[config.mk]
export PLATFORM = sky130hd
export DESIGN_NAME = mdio_frame_master
export DESIGN_NICKNAME = d
export VERILOG_FILES = /design/src/rtl/mdio_pkg.sv /design/src/rtl/mdio_half_timer.sv /design/src/rtl/mdio_bit_encoder.sv /design/src/rtl/mdio_frame_master.sv
export SDC_FILE = /design/constraint.sdc
export NUM_CORES = 1
export LEC_CHECK = 0
export BUFFER_PORTS_ARGS = -buffer_cell sky130_fd_sc_hd__buf_2
export CORE_MARGIN = 2
export CORE_UTILIZATION = 40
export CTS_CLUSTER_SIZE = 25
export DETAILED_ROUTE_END_ITERATION = 8
export GPL_TIMING_DRIVEN = 0
export SYNTH_ARGS = -nofsm -noshare
export SYNTH_HDL_FRONTEND = slang
export SYNTH_SLANG_ARGS = --single-unit
[constraint.sdc]
create_clock -name clk -period 2.7 [get_ports clk]
set_input_delay 0.135 -clock clk [delete_from_list [all_inputs] [get_ports clk]]
set_output_delay 0.135 -clock clk [all_outputs]
set_load 0.02 [all_outputs]
[src/rtl/mdio_pkg.sv]
package mdio_pkg;

    localparam int AW          = 5;
    localparam int DW          = 16;
    localparam int PRE_BITS    = 32;
    localparam int ST_POS      = PRE_BITS;
    localparam int PA_POS      = ST_POS + 4;
    localparam int RA_POS      = PA_POS + AW;
    localparam int TA_POS      = RA_POS + AW;
    localparam int RD_DATA_POS = TA_POS + 1;
    localparam int WR_DATA_POS = TA_POS + 2;
    localparam int RD_LEN      = RD_DATA_POS + DW + 1;
    localparam int WR_LEN      = WR_DATA_POS + DW + 1;
    localparam int IDX_W       = $clog2(WR_LEN);

    typedef enum logic [1:0] {
        ST_IDLE = 2'd0,
        ST_RUN  = 2'd1,
        ST_DONE = 2'd2
    } mdio_state_e;

    typedef struct packed {
        logic oe;
        logic dout;
        logic capture;
        logic last;
    } mdio_slot_t;

    typedef struct packed {
        mdio_state_e      st;
        logic [IDX_W-1:0] idx;
        logic             phase;
        logic             wr;
        logic [AW-1:0]    pa;
        logic [AW-1:0]    ra;
        logic [DW-1:0]    wd;
        logic [DW-1:0]    shreg;
        logic [DW-1:0]    rdata;
    } mdio_ctl_t;

endpackage

[src/rtl/mdio_half_timer.sv]
module mdio_half_timer #(
    parameter int HALF_CYCLES = 10
) (
    input  logic clk,
    input  logic rst_n,
    input  logic run_i,
    output logic tick_o
);
    localparam int CW = (HALF_CYCLES > 1) ? $clog2(HALF_CYCLES) : 1;
    localparam logic [CW-1:0] TOP = CW'(HALF_CYCLES - 1);

    logic [CW-1:0] cnt_d, cnt_q;

    always_comb begin
        cnt_d = cnt_q;
        if (!run_i)
            cnt_d = '0;
        else if (cnt_q == TOP)
            cnt_d = '0;
        else
            cnt_d = cnt_q + 1'b1;
    end

    always_ff @(posedge clk or negedge rst_n) begin
        if (!rst_n)
            cnt_q <= '0;
        else
            cnt_q <= cnt_d;
    end

    assign tick_o = run_i && (cnt_q == TOP);


    cnt_in_range_chk: assert property (@(posedge clk) disable iff (!rst_n)
        cnt_q <= TOP);


    idle_cnt_clear_chk: assert property (@(posedge clk) disable iff (!rst_n)
        !run_i |=> cnt_q == '0);

endmodule

[src/rtl/mdio_bit_encoder.sv]
module mdio_bit_encoder
    import mdio_pkg::*;
(
    input  logic [IDX_W-1:0] idx_i,
    input  logic             wr_i,
    input  logic [AW-1:0]    pa_i,
    input  logic [AW-1:0]    ra_i,
    input  logic [DW-1:0]    wd_i,
    output mdio_slot_t       slot_o
);
    localparam int HDR_W = 4 + 2 * AW;

    logic [HDR_W-1:0] hdr;

    // start pair, opcode, PHY address, register number
    assign hdr = {2'b01, ~wr_i, wr_i, pa_i, ra_i};

    always_comb begin
        slot_o = '0;
        if (idx_i < IDX_W'(PRE_BITS)) begin
            slot_o.oe   = 1'b1;
            slot_o.dout = 1'b1;
        end
        for (int b = 0; b < HDR_W; b++) begin
            if (idx_i == IDX_W'(ST_POS + b)) begin
                slot_o.oe   = 1'b1;
                slot_o.dout = hdr[HDR_W-1-b];
            end
        end
        if (wr_i) begin
            for (int b = 0; b < DW; b++) begin
                if (idx_i == IDX_W'(WR_DATA_POS + b)) begin
                    slot_o.oe   = 1'b1;
                    slot_o.dout = wd_i[DW-1-b];
                end
            end
            slot_o.last = (idx_i == IDX_W'(WR_LEN - 1));
        end else begin
            for (int b = 0; b < DW; b++) begin
                if (idx_i == IDX_W'(RD_DATA_POS + b))
                    slot_o.capture = 1'b1;
            end
            slot_o.last = (idx_i == IDX_W'(RD_LEN - 1));
        end
    end

endmodule

[src/rtl/mdio_frame_master.sv]
module mdio_frame_master
    import mdio_pkg::*;
#(
    parameter int HALF_CYCLES = 10
) (
    input  logic        clk,
    input  logic        rst_n,
    input  logic        start_i,
    input  logic        write_i,
    input  logic [4:0]  phy_addr_i,
    input  logic [4:0]  reg_addr_i,
    input  logic [15:0] wdata_i,
    output logic [15:0] rdata_o,
    output logic        done_o,
    output logic        busy_o,
    output logic        mdc_o,
    output logic        mdio_o,
    output logic        mdio_oe_o,
    input  logic        mdio_i
);
    mdio_ctl_t  ctl_d, ctl_q;
    mdio_slot_t slot;
    logic       tick;
    logic       running;

    assign running = (ctl_q.st == ST_RUN);

    mdio_half_timer #(.HALF_CYCLES(HALF_CYCLES)) u_timer (
        .clk    (clk),
        .rst_n  (rst_n),
        .run_i  (running),
        .tick_o (tick)
    );

    mdio_bit_encoder u_enc (
        .idx_i  (ctl_q.idx),
        .wr_i   (ctl_q.wr),
        .pa_i   (ctl_q.pa),
        .ra_i   (ctl_q.ra),
        .wd_i   (ctl_q.wd),
        .slot_o (slot)
    );

    always_comb begin
        ctl_d = ctl_q;
        unique case (ctl_q.st)
            ST_IDLE: begin
                if (start_i) begin
                    ctl_d.st    = ST_RUN;
                    ctl_d.idx   = '0;
                    ctl_d.phase = 1'b0;
                    ctl_d.wr    = write_i;
                    ctl_d.pa    = phy_addr_i;
                    ctl_d.ra    = reg_addr_i;
                    ctl_d.wd    = wdata_i;
                end
            end
            ST_RUN: begin
                if (tick) begin
                    if (!ctl_q.phase) begin
                        ctl_d.phase = 1'b1;
                    end else begin
                        ctl_d.phase = 1'b0;
                        if (slot.capture)
                            ctl_d.shreg = {ctl_q.shreg[DW-2:0], mdio_i};
                        if (slot.last) begin
                            ctl_d.st = ST_DONE;
                            if (!ctl_q.wr)
                                ctl_d.rdata = ctl_q.shreg;
                        end else begin
                            ctl_d.idx = ctl_q.idx + 1'b1;
                        end
                    end
                end
            end
            ST_DONE: ctl_d.st = ST_IDLE;
            default: ctl_d.st = ST_IDLE;
        endcase
    end

    always_ff @(posedge clk or negedge rst_n) begin
        if (!rst_n) begin
            ctl_q    <= '0;
            ctl_q.st <= ST_IDLE;
        end else begin
            ctl_q <= ctl_d;
        end
    end

    assign mdc_o     = running && ctl_q.phase;
    assign mdio_oe_o = running && slot.oe;
    assign mdio_o    = running && slot.oe && slot.dout;
    assign busy_o    = (ctl_q.st != ST_IDLE);
    assign done_o    = (ctl_q.st == ST_DONE);
    assign rdata_o   = ctl_q.rdata;


    idle_pins_low_chk: assert property (@(posedge clk) disable iff (!rst_n)
        !busy_o |-> (!mdc_o && !mdio_o && !mdio_oe_o));


    drive_stable_high_chk: assert property (@(posedge clk) disable iff (!rst_n)
        mdc_o |-> ($stable(mdio_o) && $stable(mdio_oe_o)));


    no_drive_when_off_chk: assert property (@(posedge clk) disable iff (!rst_n)
        !mdio_oe_o |-> !mdio_o);


    start_ignored_chk: assert property (@(posedge clk) disable iff (!rst_n)
        (busy_o && start_i) |=> ($stable(ctl_q.pa) && $stable(ctl_q.ra)
                                 && $stable(ctl_q.wr) && $stable(ctl_q.wd)));


    busy_around_done_chk: assert property (@(posedge clk) disable iff (!rst_n)
        done_o |-> busy_o);


    done_single_chk: assert property (@(posedge clk) disable iff (!rst_n)
        done_o |=> (!done_o && !busy_o));


    done_pins_idle_chk: assert property (@(posedge clk) disable iff (!rst_n)
        done_o |-> (!mdc_o && !mdio_oe_o));


    rdata_only_on_read_done_chk: assert property (@(posedge clk) disable iff (!rst_n)
        !$stable(rdata_o) |-> (done_o && !ctl_q.wr));

endmodule

Word-level counts from Yosys, hierarchy flattened
Index checks and enable logic that the tools add are counted.

operators by class
  reductions and logical operators = 13
  magnitude comparators = 1
  mux-type cells = 60
  add/sub/neg operators = 2
  equality and inequality tests = 40
  bitwise logic cells = 1

operators by type and width
  kind                                                         count
  == test 7 x 6 -> 1 bit (second input constant)               31
  2-to-1 mux 2 bit                                             33
  2-to-1 mux 37 bit                                            1
  2-to-1 mux 1 bit                                             19
  case mux 8 bit (2 select lines)                              1
  2-to-1 mux 10 bit                                            1
  != test 2 bit (second input constant)                        5
  AND reduction 5 bit                                          2
  2-to-1 mux 9 bit                                             1
  2-to-1 mux 4 bit                                             2
  AND reduction 4 bit                                          2
  adder 7 x 1 -> 7 bit (second input constant)                 1
  == test 7 bit (second input constant)                        1
  less-than comparator 7 x 6 -> 1 bit (second input constant)  1
  2-to-1 mux 7 bit                                             1
  adder 4 x 1 -> 4 bit (second input constant)                 1
  == test 4 bit (second input constant)                        1
  logical AND 1 bit                                            4
  case mux 2 bit (2 select lines)                              1
  nonzero test 2 bit                                           2
  AND reduction 3 bit                                          1
  == test 2 x 1 -> 1 bit (second input constant)               1
  == test 2 bit (second input constant)                        1
  logical NOT 2 bit                                            1
  other kinds (2)                                              2

storage, ports and cells
  bits of input ports = 31
  register bits = 73

Longest topological paths before layout
Gate-level depths: netlist (run 1).

  depth after elaboration = 35
  gate-level depth with buffers = 11

Cells and area by module
A second synthesis (run 1) with hierarchy kept.

unflattened totals
  cells, all modules = 315
  area total of the unflattened synthesis = 3876.2 sq um

modules (own cells, without submodules)
  module             instances  sequential area each (sq um)  area an instance (sq um)  cells each
  mdio_frame_master  1          1726.7                        3042.9                    201
  mdio_bit_encoder   1          0.0                           620.6                     94
  mdio_half_timer    1          100.1                         212.7                     20

Worst setup path before layout (run 1)
No wires, ideal clock.

  kind = reg-to-output
  from = register ctl_q[60] (netlist bit)
  to = output mdio_o
  arrival time = 1.939 ns
  path slack = 0.626 ns
  stages on the path, launching flop included = 11
  path buffers = 1
  cell sequence = dfrtp_1 -> inv_1 -> ha_1 -> buf_4 -> nor2b_1 -> o311ai_0 -> o2bb2ai_1 -> a32oi_1 -> a21oi_1 -> o21ai_1 -> a21oi_2

on the way
  cells in the longest elaborated chain, start to end = 35
  elaborated cells between the ends (all ways) = 65

ends and longest elaborated chain
  item                                 line                     text
  start, declared                      mdio_frame_master.sv:21  mdio_ctl_t ctl_d, ctl_q;
  start signal, assigned               mdio_frame_master.sv:86  ctl_q <= ctl_d;
  less-than comparator 7 x 6 -> 1 bit  mdio_bit_encoder.sv:20   if (idx_i < IDX_W'(PRE_BITS)) begin
  2-to-1 mux 2 bit                     mdio_bit_encoder.sv:20
  2-to-1 mux 2 bit (14 in a row)       mdio_bit_encoder.sv:25   if (idx_i == IDX_W'(ST_POS + b)) begin
  2-to-1 mux 2 bit (16 in a row)       mdio_bit_encoder.sv:32   if (idx_i == IDX_W'(WR_DATA_POS + b)) begin
  2-to-1 mux 2 bit *                   mdio_bit_encoder.sv:30   if (wr_i) begin
  logical AND 1 bit                    mdio_frame_master.sv:92  assign mdio_o = running && slot.oe && slot.dout;
  logical AND 1 bit *                  mdio_frame_master.sv:92
  end, declared                        mdio_frame_master.sv:17  output logic mdio_o,

Every way passes the cells marked *; elsewhere a longest branch is shown, timed or not.

Final worst setup path (run 1)
  from = register ctl_q[61] (netlist bit)
  to = output mdio_o

The elaborated chain is that of the path after synthesis.

==> results.cfg, run 1 <==
[sta]
final.setup.tns_ns = 0
layout_worst_path_cycle_share_pct = 99.1
holdWs_ns = 0.0113
timing.clock.skew_ns = 0.00742
max_slew_margin_pct = 71.5
grt_setup_unrepaired = true
finalHoldViolCount = 0
tightestPinTransition_ns = 0.427
shortest_clock_period_the_worst_path_allows_after_layout_ns = 2.67
setup_viol = 0
final_max_slew_viol_count = 0
max_freq_mhz = 374

[layout]
fraction_of_final_layout_cells_with_drive_strength_greater_than_1_pct = 42.2
finish.utilization_pct = 51.8
nets = 473
num_antenna_cells = 0
filler_cell_count = 907
synthToLayoutAreaGrowth_pct = 26.0

[hold_path]
worst_hold_path.num_cells = 2
worst_hold_path.endpoint = ctl_q[50]
worst_hold_startpoint = reg_addr_i[2]
min-delay-path-class = input port to flop

[global_routing]
antenna_found_initial = 0
grt_overflow_total = 0
first_global_vias = 2769
grt_use_total_pct = 15.7
grt_start_max_net_pins = 42
grt_pass1_wl_um = 13800

[synthesis]
synth_nets = 380
ys.warnings.count = 0
synth.yosys.seq_area_share_pct = 45.7
yosys_most_used_dff = dfrtp_1
netlist_area_mm2 = 0.00400
synth_area_leaders = dfrtp_1 (46%), mux2_4 (7.5%), mux2_1 (6.8%), buf_4 (4.7%), mux2_2 (3.7%)
synth-async-reset-ratio_pct = 100
syn-mean-instance-area_um2 = 11.7
synthCells = 343
synth.ff_latch_count = 73
netlist.area_leader.share_pct = 45.7
synth_enable_flop_cells = 0
synthTopCellsByCount = dfrtp_1 (73), buf_4 (25), mux2_1 (24)
synth_most_common_cell = dfrtp_1
unique_masters_post_synth = 68
cell_accounting_for_the_most_synthesized_area = dfrtp_1

[clock_network]
cts-htree-levels = 3
path_clk_slew_ns = 0.08
tritoncts = done
cts_made_buffers = 9
clock_insertion_delay_worst_skew_ns = 0.35
clk_root_buffer_cell = clkbuf_8
cts.sink_count = 73
maximum_count_of_clock_buffers_along_a_single_path = 2

[pwr]
share_clk_of_total_power_pct = 22.7
combPwrFrac_pct = 40.5
power.share.switching_pct = 37.3
pwr-share-seq_pct = 36.8
total_power_density_per_cell_area_mw_per_mm2 = 713
power_report.internal_total_mw = 2.25
switchingPower_mw = 1.34
vdd_drop_max_mv = 0.357
finalPower_mw = 3.59
leakagePower_nw = 2.43

[setup_path]
crit_end_element = primary output
critical_path.max_fanout = 8
critical_path.reg2reg.endpoint = ctl_q[31]
r2r_start = ctl_q[60]
timing.critical_path.from_type = flop
r2r.worst_path.cells = 8
worst_ep_arrival_time_ns = 2.54
cp_class = flop to primary output
regToRegSetupSlack_ns = 0.50
cp_data_required_time_ns = 2.57

[floorplan]
dieArea_mm2 = 0.0108
core.rowCount = 36
initial_core_util_pct = 41.1
die_h_um = 104
core_area_mm2 = 0.00973
die_w_um = 104
pin_count = 52

[job]
cap_viol_max_count = 0

[routing]
route.detailed.wl_per_inst_um = 14.2
drt_pass1_iterations = 4
drt-total-wl_um = 8180
dr_total_vias = 2896
number_of_remaining_drc_errors = 0
detail-route-antenna-nets = 0
dr.first_iter.drc_count = 188
routed_vias_inst = 5.05

[placed_design]
buffer_ports.inserted = 51
gp_congestion = 0.905
dp.final_hpwl_um = 5690

[outcome]
run_status = complete, no violations
## routing by layer
metal | vias up | global-route usage (%) | part of all wire (%)
met5 | - | 0 | 0
met1 | 1409 | 22.0 | 46
met2 | 84 | 24.1 | 46
li1 | 1393 | - | -
met3 | 10 | 3.51 | 5.6
met4 | 0 | 5.50 | 1.7
## cell type report
cell class	instances	area, um2	area share, %
tap	133	166	3.30
timing repair buffer	82	554	11.0
buffer	38	320	6.36
sequential	73	1830	36.3
clock buffer	9	124	2.46
clock inverter	7	60.1	1.19
multi-input combinational	222	1940	38.6
inverter	10	40.0	0.795
## worst max-delay path by stage
stage	slack [ns]	startpoint	cells past startpoint	to
floorplan	0.63	ctl_q[60]	10	mdio_o
global placement	0.15	ctl_q[60]	9	mdio_o
detailed placement	0.16	ctl_q[60]	9	mdio_o
CTS	0.02	ctl_q[60]	12	mdio_o
global route	-0.05	ctl_q[61]	12	mdio_o
finish	0.03	ctl_q[61]	11	mdio_o
## cells by family after synthesis
| group | Yosys count | synth area share (%) |
|---|---|---|
| AO/OA/AOI/OAI | 66 | 11.9 |
| AND/OR/NAND/NOR | 84 | 12.5 |
| multiplexers | 59 | 18.4 |
| adder cells (fa/ha/maj) | 6 | 1.88 |
| buffers and inverters | 48 | 8.10 |
| XOR/XNOR | 7 | 1.53 |
| flip-flops | 73 | 45.7 |
## per-stage QoR
| stage | cell area, um2 | cells | setup slack, ns |
|---|---|---|---|
| 3_5_place_dp | 4440 | 528 | 0.157 |
| 2_1_floorplan | 4000 | 343 | 0.626 |
| 4_1_cts | 4830 | 560 | 0.0241 |
| 6_report | 5040 | 574 | 0.0252 |
| 5_1_grt | 5040 | 574 | -0.0528 |
| 3_3_place_gp | 4420 | 527 | 0.152 |
## power groups by stage
stage               sequential [mW]  clock (mW)  combinational [mW]
floorplan                      1.30           0               0.829
global placement               1.33           0                1.08
detailed placement             1.34           0                1.10
CTS                            1.31       0.840                1.21
global route                   1.34       0.899                1.58
finish                         1.32       0.814                1.46
## flip-flops by register name, indices dropped and copies added (netlist names)
name           flops
rdata_o           16
ctl_q             53
u_timer.cnt_q      4
## worst max-delay path, stage by stage (launching register included)
cell and delay [ns]:
dfrtp_1 0.41, buf_4 0.15, ha_4 0.16, buf_6 0.14, buf_4 0.14, a211oi_4 0.24, o41ai_4 0.12, a32oi_2 0.28
o211ai_1 0.14, a21oi_1 0.20, a21oi_2 0.08, buf_6 0.13
## what timing repair did
item	4_1_cts	5_1_grt
pin swaps	4	11
gates cloned	0	1
setup buffers	1	9
endpoints found under the setup margin	1	1
hold buffers	15	4
resized for setup	13	22
endpoints found under the hold margin	46	4
## cell usage in the layout (no fill, tap or decap), types with 5 or more instances in the layout
cell type and n:
dfrtp_1 72, buf_2 56, buf_4 33, mux2_1 24, mux2_4 20, nand2_1 19
dlygate4sd3_1 19, nor2_1 15, a21oi_1 14, mux2_2 13, buf_6 9, clkbuf_8 9
nor3_1 8, o21ai_0 7, inv_2 5, o21ai_1 5, nor2b_1 5
No activity file was read; power rests on OpenSTA's default activity.
==> run 2, diff against run 1 <==
==> constraint.sdc (replaced) <==
create_clock -name clk -period 2.6 [get_ports clk]
set_input_delay 0.13 -clock clk [delete_from_list [all_inputs] [get_ports clk]]
set_output_delay 0.13 -clock clk [all_outputs]
set_load 0.02 [all_outputs]
==> results.cfg, run 2 (same netlist as run 1, synthesis figures left out) <==
[job]
cap_viol_max_count = 0

[layout]
num_antenna_cells = 0
fin_area_mm2 = 0.00503
nets = 474
multi_input_combinational_cell_area_mm2 = 0.00193
largest_register_ff_count = 53
fraction_of_final_layout_cells_with_drive_strength_greater_than_1_pct = 40.7
synthToLayoutAreaGrowth_pct = 25.8
layout_common_cells = dfrtp_1 (72), buf_2 (56), buf_4 (32), mux2_1 (24), dlygate4sd3_1 (22)
filler_cell_count = 906
registers.top_by_ff_count = ctl_q
seqCellArea_mm2 = 0.00183
finalNonFillerCells = 575
layout.cells.most_common = dfrtp_1

[sta]
shortest_clock_period_the_worst_path_allows_after_layout_ns = 2.62
final.setup.tns_ns = -0.0158
timing.clock.skew_ns = 0.00802
finalHoldViolCount = 0
holdWs_ns = 0.00778
max_slew_margin_pct = 71.5
tightestPinTransition_ns = 0.427
setup_viol = 1
fin_ws_ns = -0.0158
grt_setup_unrepaired = true
final_max_slew_viol_count = 0
max_freq_mhz = 382
layout_worst_path_cycle_share_pct = 101

[clock_network]
path_clk_slew_ns = 0.09
maximum_count_of_clock_buffers_along_a_single_path = 2
cts-htree-levels = 3
clock_insertion_delay_worst_skew_ns = 0.35
cts.sink_count = 73
clk_root_buffer_cell = clkbuf_8
tritoncts = done
cts_made_buffers = 9

[routing]
drt-total-wl_um = 8210
drt_pass1_iterations = 4
dr_total_vias = 2938
routed_vias_inst = 5.11
number_of_remaining_drc_errors = 0
dr.first_iter.drc_count = 164
route.detailed.wl_per_inst_um = 14.3
detail-route-antenna-nets = 0

[global_routing]
grt_pass1_wl_um = 14200
antenna_found_initial = 0
first_global_vias = 2854
grt_use_total_pct = 16.2
grt_start_max_net_pins = 42
grt_overflow_total = 0

[placed_design]
postPlaceCellArea_mm2 = 0.00444
buffer_ports.inserted = 51
dp_cells = 528
gp_congestion = 0.905
dp.final_hpwl_um = 5690
pre_cts_slack_ns = 0.0618

[pwr]
power_report.internal_total_mw = 2.30
switchingPower_mw = 1.38
leakagePower_nw = 2.43
total_power_density_per_cell_area_mw_per_mm2 = 731
vdd_drop_max_mv = 0.346
share_clk_of_total_power_pct = 22.9
combPwrFrac_pct = 39.8
pwr-share-seq_pct = 37.2
power.share.switching_pct = 37.5

[floorplan]
initial_core_util_pct = 41.1
dieArea_mm2 = 0.0108
die_w_um = 104
core.rowCount = 36
pin_count = 52
die_h_um = 104
core_area_mm2 = 0.00973

[hold_path]
min-delay-path-class = input port to flop
worst_hold_path.num_cells = 2
worst_hold_startpoint = wdata_i[9]
worst_hold_path.endpoint = ctl_q[41]

[setup_path]
crit_end_element = primary output
worst_ep_arrival_time_ns = 2.49
regToRegSetupSlack_ns = 0.45
critical_path.max_fanout = 10
critical_path.reg2reg.endpoint = ctl_q[31]
timing.critical_path.from_type = flop
cp_data_required_time_ns = 2.47
r2r.worst_path.cells = 8
r2r_start = ctl_q[60]
cp_class = flop to primary output

[outcome]
run_status = finished with violations
failed_checks = setup timing
-- run 2: layout make-up --
cell class | count | area share, %
repair buffers | 84 | 11.5
inverters | 10 | 0.746
multi-input cells | 222 | 38.4
clock inverters | 7 | 1.19
clock buffers | 9 | 2.46
plain buffers | 37 | 6.07
well taps | 133 | 3.31
flip-flops and latches | 73 | 36.3
-- run 2: timing repair --
action                                  in CTS  in global routing
hold buffers                                20                  2
gates cloned                                 1                  0
buffers inserted                             7                  2
endpoints found under the hold margin       51                  2
gates resized for setup                     27                  2
endpoints found under the setup margin       1                  1
pin swaps                                   10                  7
-- run 2: worst max path at each step --
stage / startpoint / endpoint / slack (ns) / depth (start not counted)
4_1_cts: ctl_q[61] / mdio_o / -0.02 / 11
5_1_grt: ctl_q[61] / mdio_o / -0.16 / 10
3_3_place_gp: ctl_q[60] / mdio_o / 0.06 / 9
2_1_floorplan: ctl_q[60] / mdio_o / 0.53 / 10
3_5_place_dp: ctl_q[60] / mdio_o / 0.06 / 9
6_report: ctl_q[60] / mdio_o / -0.02 / 11
-- run 2: critical path, cell delays in order, from the launching register on --
cell and delay [ns]:
dfrtp_2 0.46, inv_2 0.12, ha_4 0.15, buf_6 0.15, a21oi_1 0.08, nor3_1 0.13, a31o_2 0.14, or3b_1 0.35
a31oi_1 0.19, a21oi_1 0.08, a21oi_2 0.16, buf_6 0.13
-- run 2: metal layers --
metal	global-route usage (%)	part of all wire, %
met5	0	0
met4	5.89	1.7
met2	25.1	46
met1	22.2	47
met3	3.76	5.6
-- run 2: power groups by stage --
stage                     Sequential, mW  Combinational, mW  Clock (mW)
final                               1.37               1.47       0.844
after global routing                1.39               1.60       0.932
after CTS                           1.37               1.41       0.872
after detailed placement            1.39               1.14           0
after global placement              1.38               1.12           0
after floorplan                     1.36              0.861           0
-- run 2: stage by stage --
stage,power [mW],utilization (%)
6_report,3.68,51.7
5_1_grt,3.92,51.7
4_1_cts,3.65,51.4
3_5_place_dp,2.53,45.7
3_3_place_gp,2.50,45.4
2_1_floorplan,2.22,-
